<file path="config.mk">
export PLATFORM = sky130hd
export DESIGN_NAME = pt_walker
export DESIGN_NICKNAME = d
export VERILOG_FILES = /design/src/rtl/pt_pkg.sv /design/src/rtl/pt_entry_addr.sv /design/src/rtl/pt_entry_decode.sv /design/src/rtl/pt_walker.sv
export SDC_FILE = /design/constraint.sdc
export NUM_CORES = 1
export LEC_CHECK = 0
export BUFFER_PORTS_ARGS = -buffer_cell sky130_fd_sc_hd__clkbuf_2
export CAP_MARGIN = 15
export CORE_AREA = 5 5 78 151
export DETAILED_ROUTE_END_ITERATION = 7
export DIE_AREA = 0 0 83 156
export PLACE_DENSITY = 0.9
export REMOVE_ABC_BUFFERS = 1
export SLEW_MARGIN = 20
export SYNTH_ARGS = -nofsm -noshare
export SYNTH_HDL_FRONTEND = slang
export SYNTH_SLANG_ARGS = --single-unit
</file>
<file path="constraint.sdc">
create_clock -name clk -period 2.75 [get_ports clk]
set_input_delay 0.4125 -clock clk [delete_from_list [all_inputs] [get_ports clk]]
set_output_delay 0.4125 -clock clk [all_outputs]
set_load 0.02 [all_outputs]
</file>
<file path="src/rtl/pt_pkg.sv">
package pt_pkg;
  typedef enum logic [1:0] {
    WS_OK     = 2'd0,
    WS_ABSENT = 2'd1,
    WS_PROT   = 2'd2
  } walk_status_t;

  typedef enum logic [2:0] {
    S_IDLE,
    S_DIR_REQ,
    S_DIR_WAIT,
    S_TBL_REQ,
    S_TBL_WAIT,
    S_RESP
  } walk_state_t;

  localparam int CTL_PRESENT  = 0;
  localparam int CTL_WRITABLE = 1;
endpackage

</file>
<file path="src/rtl/pt_entry_addr.sv">
// Byte address of one table entry: frame base plus index times entry size.
module pt_entry_addr #(
  parameter int FRAME_W = 24,
  parameter int IDX_W   = 12,
  parameter int OFF_W   = 14,
  parameter int ESZ_LOG = 2
) (
  input  logic [FRAME_W-1:0]       frame,
  input  logic [IDX_W-1:0]         idx,
  output logic [FRAME_W+OFF_W-1:0] addr
);
  localparam int PA_W = FRAME_W + OFF_W;

  always_comb begin
    addr = {frame, {OFF_W{1'b0}}} + PA_W'({idx, {ESZ_LOG{1'b0}}});
  end
endmodule

</file>
<file path="src/rtl/pt_entry_decode.sv">
// Splits a page table entry into frame number and the flags the walker uses.
module pt_entry_decode
  import pt_pkg::*;
#(
  parameter int ENTRY_W = 32,
  parameter int FRAME_W = 24
) (
  input  logic [ENTRY_W-1:0] entry,
  output logic [FRAME_W-1:0] frame,
  output logic               present,
  output logic               writable
);
  localparam int CTL_W = ENTRY_W - FRAME_W;

  logic unused_ctl;

  assign frame      = entry[ENTRY_W-1:CTL_W];
  assign present    = entry[CTL_PRESENT];
  assign writable   = entry[CTL_WRITABLE];
  assign unused_ctl = ^entry[CTL_W-1:CTL_WRITABLE+1];
endmodule

</file>
<file path="src/rtl/pt_walker.sv">
module pt_walker
  import pt_pkg::*;
#(
  parameter int IDX_W   = 12,
  parameter int OFF_W   = 14,
  parameter int FRAME_W = 24,
  parameter int ENTRY_W = 32,
  parameter int ESZ_LOG = 2
) (
  input  logic                       clk,
  input  logic                       rst_n,
  input  logic [FRAME_W-1:0]         dir_base_frame,
  input  logic                       req_valid,
  output logic                       req_ready,
  input  logic [2*IDX_W+OFF_W-1:0]   req_vaddr,
  input  logic                       req_write,
  output logic                       rsp_valid,
  input  logic                       rsp_ready,
  output logic [FRAME_W+OFF_W-1:0]   rsp_paddr,
  output logic [1:0]                 rsp_status,
  output logic                       rsp_level,
  output logic                       mem_rd_valid,
  input  logic                       mem_rd_ready,
  output logic [FRAME_W+OFF_W-1:0]   mem_rd_addr,
  input  logic                       mem_rsp_valid,
  input  logic [ENTRY_W-1:0]         mem_rsp_data
);
  localparam int VA_W  = 2 * IDX_W + OFF_W;
  localparam int PA_W  = FRAME_W + OFF_W;
  localparam int TI_LO = OFF_W;
  localparam int DI_LO = OFF_W + IDX_W;

  walk_state_t        state_q;
  logic [VA_W-1:0]    va_q;
  logic               wr_q;
  logic [FRAME_W-1:0] base_q;
  logic [FRAME_W-1:0] tframe_q;
  logic [PA_W-1:0]    paddr_q;
  walk_status_t       status_q;
  logic               level_q;

  logic               at_table;
  logic [FRAME_W-1:0] sel_frame;
  logic [IDX_W-1:0]   sel_idx;
  logic [FRAME_W-1:0] ent_frame;
  logic               ent_present;
  logic               ent_writable;

  // The table level needs the frame from the directory entry, the directory level the latched base.
  assign at_table  = (state_q == S_TBL_REQ);
  assign sel_frame = at_table ? tframe_q : base_q;
  assign sel_idx   = at_table ? va_q[TI_LO +: IDX_W] : va_q[DI_LO +: IDX_W];

  pt_entry_addr #(
    .FRAME_W(FRAME_W), .IDX_W(IDX_W), .OFF_W(OFF_W), .ESZ_LOG(ESZ_LOG)
  ) u_addr (
    .frame(sel_frame),
    .idx  (sel_idx),
    .addr (mem_rd_addr)
  );

  pt_entry_decode #(
    .ENTRY_W(ENTRY_W), .FRAME_W(FRAME_W)
  ) u_dec (
    .entry   (mem_rsp_data),
    .frame   (ent_frame),
    .present (ent_present),
    .writable(ent_writable)
  );

  assign req_ready    = (state_q == S_IDLE);
  assign mem_rd_valid = (state_q == S_DIR_REQ) || (state_q == S_TBL_REQ);
  assign rsp_valid    = (state_q == S_RESP);
  assign rsp_paddr    = paddr_q;
  assign rsp_status   = status_q;
  assign rsp_level    = level_q;

  always_ff @(posedge clk) begin
    if (!rst_n) begin
      state_q  <= S_IDLE;
      va_q     <= '0;
      wr_q     <= 1'b0;
      base_q   <= '0;
      tframe_q <= '0;
      paddr_q  <= '0;
      status_q <= WS_OK;
      level_q  <= 1'b0;
    end else begin
      unique case (state_q)
        S_IDLE: if (req_valid) begin
          va_q    <= req_vaddr;
          wr_q    <= req_write;
          base_q  <= dir_base_frame;
          state_q <= S_DIR_REQ;
        end
        S_DIR_REQ: if (mem_rd_ready) state_q <= S_DIR_WAIT;
        S_DIR_WAIT: if (mem_rsp_valid) begin
          if (!ent_present) begin
            status_q <= WS_ABSENT;
            level_q  <= 1'b0;
            paddr_q  <= '0;
            state_q  <= S_RESP;
          end else begin
            tframe_q <= ent_frame;
            state_q  <= S_TBL_REQ;
          end
        end
        S_TBL_REQ: if (mem_rd_ready) state_q <= S_TBL_WAIT;
        S_TBL_WAIT: if (mem_rsp_valid) begin
          level_q <= 1'b1;
          state_q <= S_RESP;
          if (!ent_present) begin
            status_q <= WS_ABSENT;
            paddr_q  <= '0;
          end else if (wr_q && !ent_writable) begin
            status_q <= WS_PROT;
            paddr_q  <= '0;
          end else begin
            status_q <= WS_OK;
            paddr_q  <= {ent_frame, va_q[OFF_W-1:0]};
          end
        end
        S_RESP: if (rsp_ready) state_q <= S_IDLE;
        default: state_q <= S_IDLE;
      endcase
    end
  end

  // the read request does not move while the memory stalls it
  p_mem_hold_r4: assert property (@(posedge clk) disable iff (!rst_n)
    mem_rd_valid && !mem_rd_ready |=> mem_rd_valid && $stable(mem_rd_addr));

  // a stalled response is frozen
  p_rsp_hold_r9: assert property (@(posedge clk) disable iff (!rst_n)
    rsp_valid && !rsp_ready |=> rsp_valid && $stable(rsp_paddr)
                               && $stable(rsp_status) && $stable(rsp_level));

  // no request is taken while work is in flight
  p_ready_idle_r1: assert property (@(posedge clk) disable iff (!rst_n)
    req_ready |-> !rsp_valid && !mem_rd_valid);

  // a faulting walk never reports an address
  p_fault_zero_r5: assert property (@(posedge clk) disable iff (!rst_n)
    rsp_valid && rsp_status != 2'd0 |-> rsp_paddr == '0);

  // a directory-level fault is only ever an absent fault
  p_dir_fault_r5: assert property (@(posedge clk) disable iff (!rst_n)
    rsp_valid && !rsp_level |-> rsp_status == 2'd1);

  // after a handshake the walker is busy in the next cycle
  p_busy_after_take_r1: assert property (@(posedge clk) disable iff (!rst_n)
    req_valid && req_ready |=> !req_ready && mem_rd_valid);
endmodule

</file>
==> results of run 1 <==
==> layout make-up <==
type / instances / area (um^2)
Clock inverter: 10 / 123
Tap cell: 137 / 171
Sequential cell: 131 / 2620
Clock buffer: 22 / 484
Multi-Input combinational cell: 425 / 2740
Inverter: 2 / 7.51
Fill cell: 813 / 3340
Timing Repair Buffer: 184 / 996
==> Yosys cell counts (all sizes together) <==
| library cell | instances | area, um^2 |
|---|---|---|
| mux2i | 2 | 20.0 |
| nor4bb | 1 | 10.0 |
| nand2 | 184 | 693 |
| nand3 | 1 | 5.00 |
| a211oi | 1 | 7.51 |
| nand4 | 1 | 6.26 |
| nor3 | 2 | 15.0 |
| inv | 2 | 7.51 |
| and2 | 1 | 6.26 |
| clkbuf | 22 | 82.6 |
| nor2b | 46 | 345 |
| mux2 | 36 | 405 |
| a21o | 1 | 7.51 |
| a21oi | 1 | 5.00 |
| o22ai | 2 | 12.5 |
| a21boi | 87 | 653 |
| nor3b | 3 | 27.5 |
| nand2b | 1 | 6.26 |
| nor2 | 4 | 15.0 |
| dfxtp | 131 | 2620 |
| nor4 | 1 | 21.3 |
| nand3b | 2 | 15.0 |
| o21ai | 5 | 25.0 |
| buf | 26 | 174 |
| o211a | 1 | 10.0 |
| conb | 1 | 3.75 |
| and4 | 1 | 8.76 |
| a22oi | 39 | 393 |
==> critical path, delay by kind of cell, from the launching register on <==
family	cells	cell delay [ns]
DFF	1	0.63
and+or+nand+nor	2	0.23
buffers and inverters	2	0.42
muxes	1	0.39
==> final timing paths <==
kind | endpoint | cells after the start | slack (ns) | startpoint
setup / recovery | mem_rd_addr[31] | 5 | 0.26 | state_q[2]$_SDFFE_PN0P_
hold / removal | base_q[3]$_SDFFE_PN0P_ | 3 | 0.22 | dir_base_frame[3]
setup reg to reg | rsp_paddr[7]$_SDFFE_PN0P_ | 5 | 0.51 | state_q[1]$_SDFFE_PN0P_
hold reg to reg | tframe_q[11]$_SDFFE_PN0P_ | 2 | 0.45 | tframe_q[11]$_SDFFE_PN0P_
==> stage by stage <==
step	area [um^2]	TNS (ns)	setup WS (ns)	total power, uW
2_1_floorplan	5350	-5.47	-0.220	3490
3_3_place_gp	6530	0	0.659	4080
3_5_place_dp	6530	0	0.532	4170
4_1_cts	7140	0	0.240	6440
5_1_grt	7140	0	0.161	6700
6_report	7140	0	0.261	6400
==> sequential cells by signal (all words and copies together), names as in the netlist <==
signal,flops
base_q,24
rsp_level,1
rsp_paddr,38
rsp_status,2
state_q,3
tframe_q,24
va_q,38
wr_q,1
==> power breakdown <==
group          internal (uW)  total (uW)  switching, uW
Clock                   1440        2260            820
Sequential              2170        2350            182
Combinational            662        1790           1130
==> cells by family after synthesis <==
kind of cell	after synthesis	share of synthesized area (%)
and+or+nand+nor	248	21.0
AOI/OAI and AO/OA	137	19.9
DFF	131	46.8
buffers and inverters	50	4.71
muxes	38	7.59
other	1	0.0669
==> per-layer routing <==
metal,up-vias,global-route usage [%],routed length (um)
met5,-,0,0
met4,0,13.6,699
met3,47,4.97,715
met2,183,43.0,8260
met1,2310,21.3,5280
li1,2333,-,-
==> results.sh, run 1 <==
export IMPL_drc=0
export IMPL_slowest_stage="dfxtp_1"
export IMPL_core_mm2=0.0105
export IMPL_max_freq_ghz=0.402
export IMPL_grt_max_degree=134
export IMPL_path_clk_slew_ns=0.06
export IMPL_drt_total_wl_um=15000
export IMPL_end_kind="primary output"
export IMPL_antenna_found_initial=0
export IMPL_cts_resized=0
export IMPL_grt_pass1_vias=5091
export IMPL_htreeDepth=4
export IMPL_status="complete, no violations"
export IMPL_dieArea_mm2=0.0129
export IMPL_slew_violations=0
export IMPL_syn_area_mm2=0.00560
export IMPL_ys_seq_area_share_pct=46.8
export IMPL_fp_row_count=53
export IMPL_worstPathRequired_ns=2.34
export IMPL_cp_cell_sequence="nor2b_4 > nand2_2 > buf_12 > mux2_1 > clkbuf_2"
export IMPL_worst_skew_pair_late_latency_ns=0.41
export IMPL_relSlewSlack_pct=28.1
export IMPL_cts_sinks=131
export IMPL_pin_count=183
export IMPL_globalRouteTotalUtil_pct=22.4
export IMPL_gp_congestion=0.832
export IMPL_grt_pass1_wl_um=23500
export IMPL_cp_start_kind="flip-flop"
export IMPL_p_per_area_mw_per_mm2=896
export IMPL_utilization_pct=68.2
export IMPL_port_buffers=174
export IMPL_cts_path_max_buffers=2
export IMPL_avgViaCountPerCell=5.35
export IMPL_max_cap_violations=0
export IMPL_rsz0062_at_grt="false"
export IMPL_drt_initial_drc_count=272
export IMPL_area_delta_synth_final_pct=27.4
export IMPL_initial_core_util_pct=53.5
export IMPL_cts_buffers=17
export IMPL_ys_warnings_count=0
export IMPL_ys_seq_elements=131
export IMPL_dieHeight_um=156
export IMPL_cp_max_fo=33
export IMPL_syn_inst=605
export IMPL_setup_viol=0
export IMPL_cts_tree="built"
export IMPL_drtAntennaViolNets=0
export IMPL_post_cts_buffers=0
export IMPL_critPathMaxStageDelay_ns=0.63
export IMPL_fin_crit_sh_pct=90.5
export IMPL_peakVddDrop_v=0.000902
export IMPL_drive_above_1_share_pct=34.8
export IMPL_cp_data_arrival_time_ns=2.08
export IMPL_hold_buffers=0
export IMPL_hold_viol_final=0
export IMPL_root_buffer="clkbuf_16"
export IMPL_dpl_hpwl_um=10200
export IMPL_layout_common_cells="182 x nand2_1, 173 x clkbuf_2, 131 x dfxtp_1, 80 x a21boi_1, 30 x mux2_1"
export IMPL_ys_types=40
export IMPL_die_x_um=83
export IMPL_placed_cells=879
export IMPL_nets=862
export IMPL_tightest_slew_ns=1.08
export IMPL_syn_avg_cell_area_um2=9.26
export IMPL_p_leak_uw=0.00303
export IMPL_whs_ns=0.222
export IMPL_final_common_cell="nand2_1"
export IMPL_min_path_type="in -> reg"
export IMPL_antenna_cells=0
export IMPL_fin_cells=911
export IMPL_first_pass_iters=5
export IMPL_grt_remaining_overflow=0
export IMPL_clock_skew_final_ns=0.0113
export IMPL_period_needed_ns=2.49
export IMPL_vias=4873
export IMPL_crit_type="reg -> out"
export IMPL_wire_per_inst_um=16.4
Power figures use the tool's default switching activity.
==> run 2, diff against run 1 <==
Settings changed: CORE_AREA 5 5 78 151 to 3 3 76 149, DIE_AREA 0 0 83 156 to 0 0 79 152.
==> run 2 against run 1 <==
Non-clock buffer count is 1 higher; largest cell class unchanged; fmax decreased by 1.4%; critical path type unchanged; sequential power barely moved; worst hold slack better by 0.0050 ns; critical endpoint is now mem_rd_addr[35]; power up 3.6%; highest routed layer unchanged.
==> results.sh, run 2 (same netlist as run 1, synthesis figures left out) <==
export IMPL_cts_tree="built"
export IMPL_p_leak_uw=0.00304
export IMPL_dpl_hpwl_um=10500
export IMPL_max_freq_ghz=0.396
export IMPL_hold_buffers=0
export IMPL_worst_skew_pair_late_latency_ns=0.40
export IMPL_nets=863
export IMPL_pin_count=183
export IMPL_dieHeight_um=152
export IMPL_sw_frac_of_total_pct=32.4
export IMPL_fp_row_count=52
export IMPL_clock_skew_final_ns=0.00755
export IMPL_clkPwrFrac_pct=37.4
export IMPL_root_buffer="clkbuf_16"
export IMPL_hold_viol_final=0
export IMPL_htreeDepth=4
export IMPL_initial_core_util_pct=54.5
export IMPL_fin_area_mm2=0.00717
export IMPL_rsz0062_at_grt="false"
export IMPL_peakVddDrop_v=0.000549
export IMPL_drt_initial_drc_count=179
export IMPL_grt_max_degree=64
export IMPL_setup_viol=0
export IMPL_critPathMaxStageDelay_ns=0.65
export IMPL_layout_common_cells="182 x nand2_1, 173 x clkbuf_2, 131 x dfxtp_1, 80 x a21boi_1, 30 x mux2_1"
export IMPL_cp_cell_sequence="nor2b_4 > nand2_2 > buf_4 > mux2_1 > clkbuf_2"
export IMPL_vias=4915
export IMPL_grt_pass1_vias=5298
export IMPL_drt_total_wl_um=15000
export IMPL_drc=0
export IMPL_reg2reg_depth=4
export IMPL_antenna_found_initial=0
export IMPL_tightest_slew_ns=0.998
export IMPL_cp_data_arrival_time_ns=2.11
export IMPL_globalRouteTotalUtil_pct=25.6
export IMPL_cp_start_kind="flip-flop"
export IMPL_max_cap_violations=0
export IMPL_post_cts_buffers=0
export IMPL_cts_path_max_buffers=2
export IMPL_die_x_um=79
export IMPL_slew_violations=0
export IMPL_wire_per_inst_um=16.5
export IMPL_tns_ns=0
export IMPL_port_buffers=174
export IMPL_fin_crit_sh_pct=91.8
export IMPL_final_common_cell="nand2_1"
export IMPL_area_delta_synth_final_pct=28.0
export IMPL_drtAntennaViolNets=0
export IMPL_path_clk_slew_ns=0.06
export IMPL_min_path_cells=3
export IMPL_total_power_uw=6630
export IMPL_first_pass_iters=4
export IMPL_relSlewSlack_pct=33.5
export IMPL_drive_above_1_share_pct=34.9
export IMPL_grt_pass1_wl_um=24300
export IMPL_slowest_stage="dfxtp_1"
export IMPL_grt_remaining_overflow=0
export IMPL_cts_resized=0
export IMPL_period_needed_ns=2.53
export IMPL_cts_buffers=17
export IMPL_worstPathRequired_ns=2.34
export IMPL_antenna_cells=0
export IMPL_dieArea_mm2=0.0120
export IMPL_core_mm2=0.0103
export IMPL_status="complete, no violations"
export IMPL_min_path_type="in -> reg"
export IMPL_intPower_uw=4480
export IMPL_p_per_area_mw_per_mm2=925
export IMPL_cts_sinks=131
export IMPL_p_sw_uw=2150
export IMPL_placed_cell_area_mm2=0.00651
export IMPL_seqPwrFrac_pct=35.6
export IMPL_power_frac_comb_pct=27.0
export IMPL_utilization_pct=69.8
export IMPL_avgViaCountPerCell=5.41
export IMPL_end_kind="primary output"
export IMPL_crit_type="reg -> out"
export IMPL_cp_max_fo=21
export IMPL_gp_congestion=0.789
==> run 2: per-stage QoR <==
| stage | hold WS [ns] | std cells | worst slack, ns |
|---|---|---|---|
| floorplan | 0.430 | 558 | -0.220 |
| global placement | 0.437 | 878 | 0.690 |
| detailed placement | 0.443 | 878 | 0.640 |
| CTS | 0.212 | 909 | 0.209 |
| global route | 0.225 | 909 | 0.149 |
| finish | 0.227 | 909 | 0.224 |
==> run 2: cell type report <==
class | instances | area, um^2
timing repair buffer | 185 | 978
multi-input combinational | 425 | 2740
fill | 776 | 3110
clock buffer | 19 | 453
sequential | 131 | 2620
tap | 135 | 169
inverter | 2 | 7.51
clock inverter | 12 | 204
==> run 2: layer usage <==
| layer | share of wire, % | routed length (um) | GRT usage (%) |
|---|---|---|---|
| met5 | 0 | 0 | 0 |
| met2 | 56 | 8390 | 48.6 |
| met3 | 4.0 | 596 | 5.69 |
| met4 | 5.7 | 861 | 16.7 |
| met1 | 34 | 5150 | 22.9 |
==> run 2: worst max-delay path, delay by kind of cell, from the launching register on <==
kind / cells / cell delay, ns
flip-flops: 1 / 0.65
AND/OR/NAND/NOR: 2 / 0.18
buffers and inverters: 2 / 0.49
multiplexers: 1 / 0.39
==> run 2: final timing paths <==
path	from	endpoint	slack, ns
setup / recovery	state_q[2]$_SDFFE_PN0P_	mem_rd_addr[35]	0.22
hold reg to reg	va_q[24]$_SDFFE_PN0P_	va_q[24]$_SDFFE_PN0P_	0.45
setup reg to reg	state_q[2]$_SDFFE_PN0P_	tframe_q[16]$_SDFFE_PN0P_	0.65
hold / removal	req_vaddr[18]	va_q[18]$_SDFFE_PN0P_	0.23
==> run 2: power by group through the flow <==
| stage | Sequential, uW | Clock (uW) | Combinational, uW |
|---|---|---|---|
| after floorplan | 2390 | 0 | 1100 |
| after global placement | 2360 | 0 | 1720 |
| after detailed placement | 2390 | 0 | 1790 |
| after CTS | 2360 | 2510 | 1810 |
| after global routing | 2390 | 2590 | 1960 |
| final | 2360 | 2480 | 1790 |
